**config.mk**
```make
export PLATFORM = sky130hd
export DESIGN_NAME = sleep_ctrl_top
export DESIGN_NICKNAME = d
export VERILOG_FILES = /design/src/rtl/sleep_ctrl_pkg.sv /design/src/rtl/sleep_ctrl_regs.sv /design/src/rtl/sleep_ctrl_fall_det.sv /design/src/rtl/sleep_ctrl_fsm.sv /design/src/rtl/sleep_ctrl_top.sv
export SDC_FILE = /design/constraint.sdc
export NUM_CORES = 1
export LEC_CHECK = 0
export CAP_MARGIN = 40
export CORE_UTILIZATION = 60
export DETAILED_ROUTE_END_ITERATION = 8
export DONT_BUFFER_PORTS = 1
export PLACE_DENSITY_LB_ADDON = 0.1
export SYNTH_ARGS = -nofsm -noshare
export SYNTH_HDL_FRONTEND = slang
export SYNTH_SLANG_ARGS = --single-unit
```
**constraint.sdc**
```tcl
create_clock -name clk -period 2.4 [get_ports clk]
set_input_delay 0.48 -clock clk [delete_from_list [all_inputs] [get_ports clk]]
set_output_delay 0.48 -clock clk [all_outputs]
set_load 0.005 [all_outputs]
```
**src/rtl/sleep_ctrl_pkg.sv**
```systemverilog
package sleep_ctrl_pkg;

  localparam int TYPE_W   = 3;
  localparam int TYPE_LSB = 2;
  localparam int GO_BIT   = 5;
  localparam int TRAP_BIT = 0;
  localparam int AC_BIT   = 12;

  localparam logic [TYPE_W-1:0] CODE_ON = 3'b000;
  localparam logic [TYPE_W-1:0] CODE_S1 = 3'b001;
  localparam logic [TYPE_W-1:0] CODE_S3 = 3'b101;
  localparam logic [TYPE_W-1:0] CODE_S4 = 3'b110;
  localparam logic [TYPE_W-1:0] CODE_S5 = 3'b111;

  typedef enum logic [2:0] {
    ST_ON, ST_S1, ST_S3, ST_S4, ST_S5, ST_RESTART
  } pwr_st_e;

  function automatic logic type_valid(input logic [TYPE_W-1:0] t);
    return (t == CODE_ON) || (t == CODE_S1) || (t == CODE_S3) ||
           (t == CODE_S4) || (t == CODE_S5);
  endfunction

endpackage

```
**src/rtl/sleep_ctrl_regs.sv**
```systemverilog
module sleep_ctrl_regs
  import sleep_ctrl_pkg::*;
#(
  parameter int ADDR_W   = 8,
  parameter int DATA_W   = 16,
  parameter int OFS_CMD  = 'h00,
  parameter int OFS_WSTS = 'h02,
  parameter int OFS_WEN  = 'h04,
  parameter int OFS_TSTS = 'h06,
  parameter int OFS_TEN  = 'h08
) (
  input  logic                clk,
  input  logic                rst_n,
  input  logic                io_wr,
  input  logic [ADDR_W-1:0]   io_addr,
  input  logic [DATA_W/8-1:0] io_be,
  input  logic [DATA_W-1:0]   io_wdata,
  output logic [DATA_W-1:0]   io_rdata,
  input  logic                ac_set_i,
  output logic                trap_en_o,
  output logic                trap_sts_o,
  output logic                ac_en_o,
  output logic                ac_sts_o,
  output logic                req_vld_o,
  output logic [TYPE_W-1:0]   req_type_o
);

  localparam int TYPE_BYTE = (TYPE_LSB + TYPE_W - 1) / 8;
  localparam int GO_BYTE   = GO_BIT / 8;
  localparam int TRAP_BYTE = TRAP_BIT / 8;
  localparam int AC_BYTE   = AC_BIT / 8;

  logic              hit_cmd, hit_wsts, hit_wen, hit_tsts, hit_ten;
  logic              go_wr;
  logic [TYPE_W-1:0] wr_type;

  logic [TYPE_W-1:0] type_q, type_d;
  logic              trap_en_q, trap_en_d;
  logic              trap_sts_q, trap_sts_d;
  logic              ac_en_q, ac_en_d;
  logic              ac_sts_q, ac_sts_d;
  logic              req_vld_q, req_vld_d;
  logic [TYPE_W-1:0] req_type_q, req_type_d;

  always_comb begin
    hit_cmd  = io_wr && (io_addr == ADDR_W'(OFS_CMD));
    hit_wsts = io_wr && (io_addr == ADDR_W'(OFS_WSTS));
    hit_wen  = io_wr && (io_addr == ADDR_W'(OFS_WEN));
    hit_tsts = io_wr && (io_addr == ADDR_W'(OFS_TSTS));
    hit_ten  = io_wr && (io_addr == ADDR_W'(OFS_TEN));
    wr_type  = io_wdata[TYPE_LSB +: TYPE_W];
    go_wr    = hit_cmd && io_be[GO_BYTE] && io_wdata[GO_BIT];
  end

  always_comb begin
    type_d     = type_q;
    trap_en_d  = trap_en_q;
    trap_sts_d = trap_sts_q;
    ac_en_d    = ac_en_q;
    ac_sts_d   = ac_sts_q;
    req_vld_d  = 1'b0;
    req_type_d = req_type_q;

    if (hit_cmd && io_be[TYPE_BYTE]) type_d = wr_type;
    if (hit_ten && io_be[TRAP_BYTE]) trap_en_d = io_wdata[TRAP_BIT];
    if (hit_wen && io_be[AC_BYTE])   ac_en_d = io_wdata[AC_BIT];

    if (hit_tsts && io_be[TRAP_BYTE] && io_wdata[TRAP_BIT]) trap_sts_d = 1'b0;
    if (go_wr && trap_en_q)                                 trap_sts_d = 1'b1;

    if (hit_wsts && io_be[AC_BYTE] && io_wdata[AC_BIT]) ac_sts_d = 1'b0;
    if (ac_set_i)                                       ac_sts_d = 1'b1;

    if (go_wr && !trap_en_q && type_valid(wr_type)) begin
      req_vld_d  = 1'b1;
      req_type_d = wr_type;
    end
  end

  always_ff @(posedge clk or negedge rst_n) begin
    if (!rst_n) begin
      type_q     <= '0;
      trap_en_q  <= 1'b0;
      trap_sts_q <= 1'b0;
      ac_en_q    <= 1'b0;
      ac_sts_q   <= 1'b0;
      req_vld_q  <= 1'b0;
      req_type_q <= '0;
    end else begin
      type_q     <= type_d;
      trap_en_q  <= trap_en_d;
      trap_sts_q <= trap_sts_d;
      ac_en_q    <= ac_en_d;
      ac_sts_q   <= ac_sts_d;
      req_vld_q  <= req_vld_d;
      req_type_q <= req_type_d;
    end
  end

  always_comb begin
    io_rdata = '0;
    if (io_addr == ADDR_W'(OFS_CMD))  io_rdata[TYPE_LSB +: TYPE_W] = type_q;
    if (io_addr == ADDR_W'(OFS_WSTS)) io_rdata[AC_BIT]   = ac_sts_q;
    if (io_addr == ADDR_W'(OFS_WEN))  io_rdata[AC_BIT]   = ac_en_q;
    if (io_addr == ADDR_W'(OFS_TSTS)) io_rdata[TRAP_BIT] = trap_sts_q;
    if (io_addr == ADDR_W'(OFS_TEN))  io_rdata[TRAP_BIT] = trap_en_q;
  end

  logic unused_wdata;
  assign unused_wdata = ^io_wdata;

  assign trap_en_o  = trap_en_q;
  assign trap_sts_o = trap_sts_q;
  assign ac_en_o    = ac_en_q;
  assign ac_sts_o   = ac_sts_q;
  assign req_vld_o  = req_vld_q;
  assign req_type_o = req_type_q;

endmodule

```
**src/rtl/sleep_ctrl_fall_det.sv**
```systemverilog
module sleep_ctrl_fall_det #(
  parameter int STAGES = 2
) (
  input  logic clk,
  input  logic rst_n,
  input  logic async_n_i,
  output logic fall_o
);

  logic [STAGES-1:0] sync_q;
  logic              prev_q;

  for (genvar i = 0; i < STAGES; i++) begin : g_sync
    if (i == 0) begin : g_first
      always_ff @(posedge clk or negedge rst_n) begin
        if (!rst_n) sync_q[i] <= 1'b1;
        else        sync_q[i] <= async_n_i;
      end
    end else begin : g_next
      always_ff @(posedge clk or negedge rst_n) begin
        if (!rst_n) sync_q[i] <= 1'b1;
        else        sync_q[i] <= sync_q[i-1];
      end
    end
  end

  always_ff @(posedge clk or negedge rst_n) begin
    if (!rst_n) prev_q <= 1'b1;
    else        prev_q <= sync_q[STAGES-1];
  end

  assign fall_o = prev_q && !sync_q[STAGES-1];

endmodule

```
**src/rtl/sleep_ctrl_fsm.sv**
```systemverilog
module sleep_ctrl_fsm
  import sleep_ctrl_pkg::*;
(
  input  logic              clk,
  input  logic              rst_n,
  input  logic              req_vld_i,
  input  logic [TYPE_W-1:0] req_type_i,
  input  logic              fall_i,
  input  logic              ac_en_i,
  output logic              wake_take_o,
  output logic [TYPE_W-1:0] pwr_code_o,
  output logic              rst_start_o
);

  pwr_st_e state_q, state_d;
  logic    sleeping;

  always_comb begin
    sleeping    = (state_q == ST_S1) || (state_q == ST_S3) ||
                  (state_q == ST_S4) || (state_q == ST_S5);
    wake_take_o = fall_i && ac_en_i && sleeping;
  end

  always_comb begin
    state_d = state_q;
    if (wake_take_o) begin
      if ((state_q == ST_S4) || (state_q == ST_S5)) state_d = ST_RESTART;
      else                                          state_d = ST_ON;
    end else if (state_q == ST_RESTART) begin
      state_d = ST_ON;
    end else if (req_vld_i) begin
      case (req_type_i)
        CODE_S1: state_d = ST_S1;
        CODE_S3: state_d = ST_S3;
        CODE_S4: state_d = ST_S4;
        CODE_S5: state_d = ST_S5;
        default: state_d = ST_ON;
      endcase
    end
  end

  always_ff @(posedge clk or negedge rst_n) begin
    if (!rst_n) state_q <= ST_ON;
    else        state_q <= state_d;
  end

  always_comb begin
    case (state_q)
      ST_S1:   pwr_code_o = CODE_S1;
      ST_S3:   pwr_code_o = CODE_S3;
      ST_S4:   pwr_code_o = CODE_S4;
      ST_S5:   pwr_code_o = CODE_S5;
      default: pwr_code_o = CODE_ON;
    endcase
    rst_start_o = (state_q == ST_RESTART);
  end

endmodule

```
**src/rtl/sleep_ctrl_top.sv**
```systemverilog
module sleep_ctrl_top
  import sleep_ctrl_pkg::*;
#(
  parameter int ADDR_W      = 8,
  parameter int DATA_W      = 16,
  parameter int SYNC_STAGES = 2,
  parameter int OFS_CMD     = 'h00,
  parameter int OFS_WSTS    = 'h02,
  parameter int OFS_WEN     = 'h04,
  parameter int OFS_TSTS    = 'h06,
  parameter int OFS_TEN     = 'h08
) (
  input  logic                clk,
  input  logic                rst_n,
  input  logic                io_wr,
  input  logic [ADDR_W-1:0]   io_addr,
  input  logic [DATA_W/8-1:0] io_be,
  input  logic [DATA_W-1:0]   io_wdata,
  output logic [DATA_W-1:0]   io_rdata,
  input  logic                ac_n_i,
  output logic                smi_o,
  output logic [TYPE_W-1:0]   pwr_state_o,
  output logic                rst_start_o
);

  logic              wake_take_w;
  logic              trap_en_w, trap_sts_w, ac_en_w, ac_sts_w;
  logic              req_vld_w;
  logic [TYPE_W-1:0] req_type_w;
  logic              fall_w;

  sleep_ctrl_regs #(
    .ADDR_W(ADDR_W), .DATA_W(DATA_W),
    .OFS_CMD(OFS_CMD), .OFS_WSTS(OFS_WSTS), .OFS_WEN(OFS_WEN),
    .OFS_TSTS(OFS_TSTS), .OFS_TEN(OFS_TEN)
  ) regs_i (
    .clk(clk), .rst_n(rst_n),
    .io_wr(io_wr), .io_addr(io_addr), .io_be(io_be),
    .io_wdata(io_wdata), .io_rdata(io_rdata),
    .ac_set_i(wake_take_w),
    .trap_en_o(trap_en_w), .trap_sts_o(trap_sts_w),
    .ac_en_o(ac_en_w), .ac_sts_o(ac_sts_w),
    .req_vld_o(req_vld_w), .req_type_o(req_type_w)
  );

  sleep_ctrl_fall_det #(.STAGES(SYNC_STAGES)) fall_i (
    .clk(clk), .rst_n(rst_n), .async_n_i(ac_n_i), .fall_o(fall_w)
  );

  sleep_ctrl_fsm fsm_i (
    .clk(clk), .rst_n(rst_n),
    .req_vld_i(req_vld_w), .req_type_i(req_type_w),
    .fall_i(fall_w), .ac_en_i(ac_en_w),
    .wake_take_o(wake_take_w),
    .pwr_code_o(pwr_state_o), .rst_start_o(rst_start_o)
  );

  assign smi_o = trap_sts_w;

endmodule

```
-- Word-level counts from Yosys, hierarchy flattened
Cells that the tools add are included.
- reduce and logical (&&, ||, !) cells: 34
- muxes and demuxes: 16
- equal/unequal tests: 17
- operators with widths (cell ; number):
    equality test 3 bit (second input constant) ; 8
    one-hot mux 3 bit (4 select lines) ; 2
    logical AND 1 bit ; 19
    equality test 8 x 3 -> 1 bit (second input constant) ; 2
    2-to-1 mux 3 bit ; 5
    equality test 3 x 1 -> 1 bit (second input constant) ; 3
    2-to-1 mux 1 bit ; 9
    equality test 8 x 2 -> 1 bit (second input constant) ; 1
    equality test 8 x 4 -> 1 bit (second input constant) ; 1
    zero test 8 bit ; 1
    logical OR 1 bit ; 8
    equality test 3 x 2 -> 1 bit (second input constant) ; 2
    nonzero test 2 bit ; 2
    zero test 3 bit ; 1
    nonzero test 3 bit ; 1
    zero test 1 bit ; 2
- bits in registers: 17
- bits of input ports: 30
- logic and storage cells: 78

-- Depth between registers and ports, before layout
Gate-level depths: netlist (run 1).
- word-level depth: 7
- gate-level depth with buffers: 5
- mapped depth without buffers: 4

-- By module
From an unflattened synthesis (run 1), not the netlist that was laid out.
- cell total of the unflattened synthesis: 121
- area, all modules: 1163.6 um^2
- modules (own cells, without submodules) (module ; cells each ; area an instance (um^2) ; times used):
    sleep_ctrl_regs ; 69 ; 729.4 ; 1
    sleep_ctrl_fsm ; 48 ; 341.6 ; 1
    sleep_ctrl_fall_det ; 4 ; 92.6 ; 1

-- Worst setup path after synthesis (run 1)
OpenSTA, ideal clock, no wires.
- path type: input -> register
- start point: input io_addr[6]
- end point: register regs_i.req_type_q[0], in the netlist regs_i.req_type_o[0]
- library setup time: 0.125 ns
- path slack: 0.488 ns
- stages: 4
- data arrival time: 1.787 ns
- cells stage by stage: and4bb_1 -> nand3_2 -> or4b_4 -> mux2_4
- word-level cells in the longest chain between the ends: 6
- ends and longest elaborated chain (item ; line ; source):
    start: declaration ; sleep_ctrl_top.sv:16 ; input logic [ADDR_W-1:0] io_addr,
    zero test 8 bit ; sleep_ctrl_regs.sv:46 ; hit_cmd = io_wr && (io_addr == ADDR_W'(OFS_CMD));
    logical AND 1 bit ; sleep_ctrl_regs.sv:46 ;
    logical AND 1 bit (2 in a row) ; sleep_ctrl_regs.sv:52 ; go_wr = hit_cmd && io_be[GO_BYTE] && io_wdata[GO_BIT];
    logical AND 1 bit (2 in a row) ; sleep_ctrl_regs.sv:74 ; if (go_wr && !trap_en_q && type_valid(wr_type)) begin
    end signal: assignment ; sleep_ctrl_regs.sv:96 ; req_type_q <= req_type_d;
    end: declaration ; sleep_ctrl_regs.sv:43 ; logic [TYPE_W-1:0] req_type_q, req_type_d;
Every way passes these cells.
A chain may end at the register's enable or synchronous reset.

-- Worst setup path in the final report (run 1)
- start point: input io_addr[0]
- end point: output io_rdata[0]
- word-level cells in the longest chain between the ends: 3
- ends and longest elaborated chain (item ; line ; source):
    equality test 8 x 3 -> 1 bit ; sleep_ctrl_regs.sv:105 ; if (io_addr == ADDR_W'(OFS_TSTS)) io_rdata[TRAP_BIT] = trap_sts_q;
    2-to-1 mux 1 bit ; sleep_ctrl_regs.sv:105 ;
    2-to-1 mux 1 bit (*) ; sleep_ctrl_regs.sv:106 ; if (io_addr == ADDR_W'(OFS_TEN)) io_rdata[TRAP_BIT] = trap_en_q;
    end: declaration ; sleep_ctrl_top.sv:19 ; output logic [DATA_W-1:0] io_rdata,
Every way passes the cells marked *; elsewhere a longest branch is shown, timed or not.

==> flow_summary.yaml, run 1 <==
finish:
  finalNonFillerCells: 133
  syn2layout_area_growth_pct: 2.06
  drive_above_1_share_pct: 19.4
  diodes: 0
  finalNetCount: 139
  num-fill-cells: 156
worst_hold_path:
  hold_path.startpoint: "ac_n_i"
  hold_class: "input pin to flop"
  min_path_cells: 0
sta:
  worst_pin_slew_ps: 639
  skew_ps: 1.05
  fin_setup_tns_ps: 0
  setup_viol: 0
  max_slew_margin_pct: 57.2
  clock.fmax_mhz: 505
  layout_min_cycle_time_ps: 1980
  grt_setup_unrepaired: "no"
  report.final.slew_viol_count: 0
  period_share_pct: 82.6
  hold_viol: 0
synthesis:
  ys_seq_area_share_pct: 39.3
  yosysWarnings: 0
  synth_area_per_cell_um2: 10.3
  syn_area_um2: 1090
  ys_ff_latch: 17
  syn_inst: 106
  yosysUniqueCellTypes: 42
setup_path:
  crit_slowest_cell: "or3_1"
  cp.arrival_ps: 1500
  crit_family: "simple AND/OR/NAND/NOR gates"
  critPathMaxStageDelay_ps: 400
  rr_worst_depth: 4
  crit_cells: 3
  start_kind: "input pin"
  path_cells: "or3_1 > nor3_1 > a21boi_0"
  r2r_start: "fall_i.prev_q$_DFF_PN1_"
  crit_buf_inv: 0
  worst-setup-path-type: "input pin to output pin"
  crit_start: "io_addr[0]"
  crit_path_end_kind: "output pin"
  critPathRequiredTime_ps: 1920
  path_max_fanout: 4
power_and_ir_drop:
  power_density_nw_per_um2: 431
  peakVddDrop_mv: 0.316
  power.leakage_uw: 0.000503
detailed_routing:
  drcViolationCount: 0
  drtAntennaViolNets: 0
  dr.pass1.iters: 4
  avgViaCountPerCell: 5.99
  drt_iter0_markers: 21
  routed_wl_um: 1970
  dr_total_vias: 797
  routedWlPerCell_um: 14.8
flow_run:
  max_cap_viol_count: 0
floorplan:
  dieHeight_um: 44.6
  coreArea_um2: 1710
  dieArea_um2: 1990
  start_util_pct: 63.9
  die_x_um: 44.6
  ios: 51
  rows: 15
placed_design:
  port_buffers: 0
  gp_congestion: 0.836
  dp_cells: 127
  place.detailed.hpwl_um: 1480
grt:
  gr-total-overflow: 0
  grtUsageTotal_pct: 22.2
  grt_max_degree: 15
  antenna_found_initial: 0
  grt_pass1_wl_um: 3090
  grt_pass1_vias: 698
outcome:
  status: "finished, final reports clean"
clock_network:
  insertion_delay_ps: 290
  post_cts_buffers: 0
  clockBufferDepth: 2
  clk_pin_slew_ps: 100
  cts_root_buf: "clkbuf_4"
  htree_levels: 1
  cts_buffers: 3
  cts_tree: "done"
  cts_sinks: 17
-- synthesized netlist by cell type --
library cell | count | area share, %
dfrtp_1 | 14 | 32
mux2_1 | 1 | 1.0
nor3_1 | 1 | 0.46
inv_1 | 3 | 1.0
o2111ai_1 | 1 | 0.80
nand3_2 | 1 | 0.92
xor2_1 | 1 | 0.80
a22o_1 | 2 | 1.6
nor3_4 | 2 | 3.0
mux2_4 | 3 | 4.1
o311ai_0 | 1 | 0.80
xnor2_1 | 2 | 1.6
nand2b_1 | 1 | 0.57
or3b_1 | 2 | 1.6
buf_4 | 11 | 7.6
o32ai_1 | 1 | 0.80
and3_1 | 3 | 1.7
a221o_1 | 1 | 0.92
nor4_1 | 2 | 1.1
a21boi_0 | 1 | 0.69
or3_1 | 3 | 1.7
dfstp_2 | 3 | 7.2
o2111a_1 | 1 | 1.0
mux2_2 | 6 | 6.2
nand3b_1 | 3 | 2.1
o21ai_0 | 5 | 2.3
nand4_1 | 3 | 1.7
or4b_4 | 1 | 1.3
inv_2 | 1 | 0.34
and3b_1 | 1 | 0.80
a31oi_1 | 1 | 0.57
a21o_1 | 1 | 0.69
nand4b_1 | 1 | 0.80
and4bb_1 | 1 | 1.1
and4b_1 | 1 | 0.92
a21oi_1 | 2 | 0.92
nand2_1 | 5 | 1.7
o2bb2ai_1 | 1 | 0.80
nor2_1 | 5 | 1.7
clkbuf_1 | 3 | 1.0
conb_1 | 1 | 0.34
nand3_1 | 3 | 1.4
-- worst register-to-register path: stages (launching register included) --
cell and delay, ps:
dfstp_2 540, nand3b_1 140, o21ai_0 210, mux2_2 350, a221o_1 300
-- layout make-up --
cell class                      count  area [µm²]  area share [%]
Sequential cell                    17         429            38.5
Inverter                            4        15.0            1.35
Timing Repair Buffer                2        20.0            1.80
Clock inverter                      1        5.00           0.449
Tap cell                           25        31.3            2.81
Clock buffer                        3        22.5            2.02
Multi-Input combinational cell     81         591            53.0
-- stage by stage --
stage / area [µm²] / hold slack [ps] / total power, µW / setup slack [ps] / util (%)
6_report: 1110 / 170 / 480 / 419 / 65.2
5_1_grt: 1110 / 146 / 504 / 359 / 65.2
4_1_cts: 1100 / 5.31 / 484 / 421 / 64.6
3_5_place_dp: 1070 / 185 / 322 / 421 / 62.4
3_3_place_gp: 1070 / 185 / 321 / 414 / 62.4
2_1_floorplan: 1130 / 184 / 332 / 488 / -
-- state kept, by name (all words and copies together) (netlist names) --
name               flops
regs_i.ac_en_o         1
regs_i.trap_sts_o      1
fsm_i.state_q          3
fall_i.sync_q          2
regs_i.trap_en_o       1
regs_i.ac_sts_o        1
regs_i.type_q          3
regs_i.req_vld_o       1
regs_i.req_type_o      3
fall_i.prev_q          1
-- what timing repair did --
action / 4_1_cts / 5_1_grt
hold buffers: 1 / 1
setup endpoints to repair: 0 / 0
gates resized for setup: 0 / 0
endpoints found under the hold margin: 14 / 3
-- cell families (layout without fill, tap and decap cells) --
kind of cell	count (synthesis)	after routing	synth area share, %
other	1	11	0.344
AO/OA/AOI/OAI	18	18	11.9
XOR/XNOR	3	3	2.41
flip-flops	17	17	39.3
AND/OR/NAND/NOR	39	39	24.7
buffers and inverters	18	10	9.98
multiplexers	10	10	11.4
-- path summary, 6_finish.rpt --
kind	endpoint	slack, ps
max reg2reg	fsm_i.state_q[0]$_DFFE_PN0P_	760
max in group asynchronous	regs_i.trap_sts_o$_DFFE_PN0P_	1350
min	fall_i.sync_q[0]$_DFF_PN1_	170
min in group asynchronous	fsm_i.state_q[2]$_DFFE_PN0P_	640
min reg2reg	fall_i.sync_q[1]$_DFF_PN1_	370
max	io_rdata[0]	420
-- power by group --
part	total [µW]	internal (µW)	switching [µW]
logic	27.4	12.3	15.0
registers	297	294	3.62
clock network	155	62.1	92.9
total	480	368	112
-- layer usage --
metal | track usage [%] | part of all wire, % | up-vias
met5 | 0 | 0 | -
met4 | 9.09 | 1.8 | 0
met3 | 7.35 | 5.9 | 5
met2 | 32.9 | 47 | 32
met1 | 29.8 | 45 | 381
li1 | - | - | 379
-- cells in the final DEF, fill, tap and decap left out, drive strengths merged, types with 4 or more instances in the layout --
master,count
inv,4
nand3,4
nor2,5
nand2,5
mux2,10
o21ai,5
dfrtp,14
conb,11
No activity file was read; power rests on OpenSTA's default activity.
==> run 2: changes to the inputs <==
--- a/config.mk
+++ b/config.mk
@@ -5,6 +5,7 @@
 export SDC_FILE = /design/constraint.sdc
 export NUM_CORES = 1
 export LEC_CHECK = 0
+export ABC_AREA = 1
 export CAP_MARGIN = 40
 export CORE_UTILIZATION = 60
 export DETAILED_ROUTE_END_ITERATION = 8
==> constraint.sdc (replaced) <==
create_clock -name clk -period 1.95 [get_ports clk]
set_input_delay 0.39 -clock clk [delete_from_list [all_inputs] [get_ports clk]]
set_output_delay 0.39 -clock clk [all_outputs]
set_load 0.005 [all_outputs]
==> run 2 against run 1 <==
  * The run now ends with design-rule violations left
  * Clock power up 17%
  * Critical path depth unchanged
  * Sequential share of layout area up 2.0 points
  * Core utilization is 1.9 points higher
  * Final cell count increased by 23%
  * Global-route usage shrank 1.7 points
  * Sequential power increased by 24%
  * Die area down 3.8%
  * Combinational power rose by 30%
  * Routed wire length shrank 12%
  * Critical endpoint is now pwr_state_o[1]
==> flow_summary.yaml, run 2 <==
sta:
  clock.fmax_mhz: 696
  layout_min_cycle_time_ps: 1440
  hold_viol: 0
  max_slew_margin_pct: 49.8
  grt_setup_unrepaired: "no"
  skew_ps: 6.56
  holdWs_ps: 92.1
  report.final.slew_viol_count: 0
  worst_pin_slew_ps: 751
  setup_viol: 0
  period_share_pct: 73.7
  fin_setup_tns_ps: 0
clock_network:
  post_cts_buffers: 0
  clk_pin_slew_ps: 100
  cts_root_buf: "clkbuf_4"
  clockBufferDepth: 2
  cts_buffers: 3
  insertion_delay_ps: 280
  ctsHoldBuffers: 1
  cts.repair.resized: 0
  cts_tree: "done"
  htree_levels: 1
  cts_sinks: 17
synthesis:
  synth_compound_area_share_pct: 5.97
  syn_inst: 143
  synth_top_family_by_area: "simple AND/OR/NAND/NOR gates"
  synth-main-ff-cell: "dfrtp_1"
  netlist_top_cells_count: "36 x nand2_1, 19 x inv_1, 14 x dfrtp_1"
  synth_top_area_share_pct: 33.5
  synth-edff-count: 0
  syn_area_um2: 1050
  async_flop_share_pct: 100
  ys_ff_latch: 17
  yosysUniqueCellTypes: 21
  synthTopCellsByArea: "dfrtp_1 33%, nand2_1 13%, buf_4 7.9%"
  synth_area_per_cell_um2: 7.32
  yosysMostFrequentCell: "nand2_1"
  synth_top_area_cell: "dfrtp_1"
  yosysWarnings: 0
  synthSimpleGateAreaFrac_pct: 35.7
  ys_seq_area_share_pct: 41.0
  synth.area.mux_share_pct: 0
  synth-xor-area-share_pct: 0.836
  synth_fa_ha_area_share_pct: 0
outcome:
  violations: "design-rule violations"
  status: "finished with violations"
finish:
  syn2layout_area_growth_pct: 1.08
  num-fill-cells: 139
  diodes: 0
  drive_above_1_share_pct: 13.6
  final_util_pct: 67.1
  layout_common_cells: "36 x nand2_1, 19 x inv_1, 14 x dfrtp_1"
  final_common_cell: "nand2_1"
  finalNetCount: 178
grt:
  grt_max_degree: 18
  antenna_found_initial: 0
  gr-total-overflow: 0
  grt_pass1_vias: 754
  grtUsageTotal_pct: 20.4
  grt_pass1_wl_um: 2900
setup_path:
  critPathRequiredTime_ps: 1560
  r2r_start: "regs_i.trap_en_o$_DFFE_PN0P_"
  crit_start: "fsm_i.state_q[1]$_DFFE_PN0P_"
  cp.arrival_ps: 1050
  crit_slowest_cell: "dfrtp_1"
  critPathMaxStageDelay_ps: 430
  start_kind: "flop"
  crit_path_end_kind: "output pin"
  path_cells: "inv_2 > nand3_2 > o21ai_1"
  worst-setup-path-type: "flop to output pin"
  path_max_fanout: 4
detailed_routing:
  met3_length_um: 80
  dr_total_vias: 850
  top_layer: "met4"
  drcViolationCount: 2
  drt_iter0_markers: 17
  dr.pass1.iters: 6
  avgViaCountPerCell: 5.21
  drtAntennaViolNets: 0
  routed_wl_um: 1730
  wl_met1_um: 759
  wl_met2_um: 887
  routedWlPerCell_um: 10.6
floorplan:
  dieArea_um2: 1920
  start_util_pct: 66.4
  coreArea_um2: 1580
  rows: 14
  ios: 51
  die_x_um: 43.8
  dieHeight_um: 43.8
power_and_ir_drop:
  peakVddDrop_mv: 0.397
  power.leakage_uw: 0.000577
  power_density_nw_per_um2: 551
worst_hold_path:
  hold_path.startpoint: "ac_n_i"
  hold_class: "input pin to flop"
placed_design:
  gp_congestion: 0.791
  port_buffers: 0
  place.detailed.hpwl_um: 1420
flow_run:
  max_cap_viol_count: 0
==> run 2: cell families after synthesis <==
family | after synthesis
xor gates and xnor gates | 1
and+or+nand+nor | 78
buffers and inverters | 34
DFF | 17
other | 1
AOI/OAI and AO/OA | 12
==> run 2: worst max-delay path, delay by kind of cell (launching register included) <==
family | cells | cell delay, ps
AND/OR/NAND/NOR | 1 | 100
AO/OA/AOI/OAI | 1 | 140
buffers and inverters | 1 | 110
flip-flops | 1 | 430
==> run 2: path summary, 6_finish.rpt <==
kind | slack [ps] | end | cells after the start
worst max-delay path | 510 | pwr_state_o[1] | 3
worst min-delay path | 90 | fall_i.sync_q[0]$_DFF_PN1_ | 0
worst max register to register | 720 | regs_i.req_type_o[0]$_DFFE_PN0P_ | 6
worst min register to register | 360 | fall_i.sync_q[1]$_DFF_PN1_ | 0
max in group asynchronous | 870 | regs_i.req_type_o[0]$_DFFE_PN0P_ | 1
min in group asynchronous | 610 | regs_i.ac_en_o$_DFFE_PN0P_ | 1
==> run 2: per-layer routing <==
metal	track usage, %	vias up
met1	25.1	385
met3	2.92	2
met2	36.1	24
met4	7.50	0
li1	-	439
met5	0	-
==> run 2: area by class of cell <==
| class | count | area [µm²] | share of cell area (%) |
|---|---|---|---|
| Inverter | 23 | 86.3 | 8.16 |
| Sequential cell | 17 | 429 | 40.5 |
| Tap cell | 16 | 20.0 | 1.89 |
| Timing Repair Buffer | 1 | 10.0 | 0.946 |
| Clock buffer | 4 | 26.3 | 2.48 |
| Multi-Input combinational cell | 102 | 487 | 46.0 |
==> run 2: power by group <==
group	leakage, µW	internal, µW	switching [µW]
registers	0.000202	363	3.47
clock network	0.0000150	79.3	102
logic	0.000360	9.38	26.2
total	0.000577	452	132
==> run 2: stage by stage <==
| step | instance area, µm² | setup slack [ps] | power [µW] | cells |
|---|---|---|---|---|
| final | 1060 | 514 | 584 | 163 |
| after global routing | 1060 | 438 | 610 | 163 |
| after CTS | 1060 | 503 | 590 | 163 |
| after detailed placement | 1020 | 513 | 401 | 158 |
| after global placement | 1020 | 549 | 400 | 158 |
| after floorplan | 1080 | 644 | 412 | 153 |
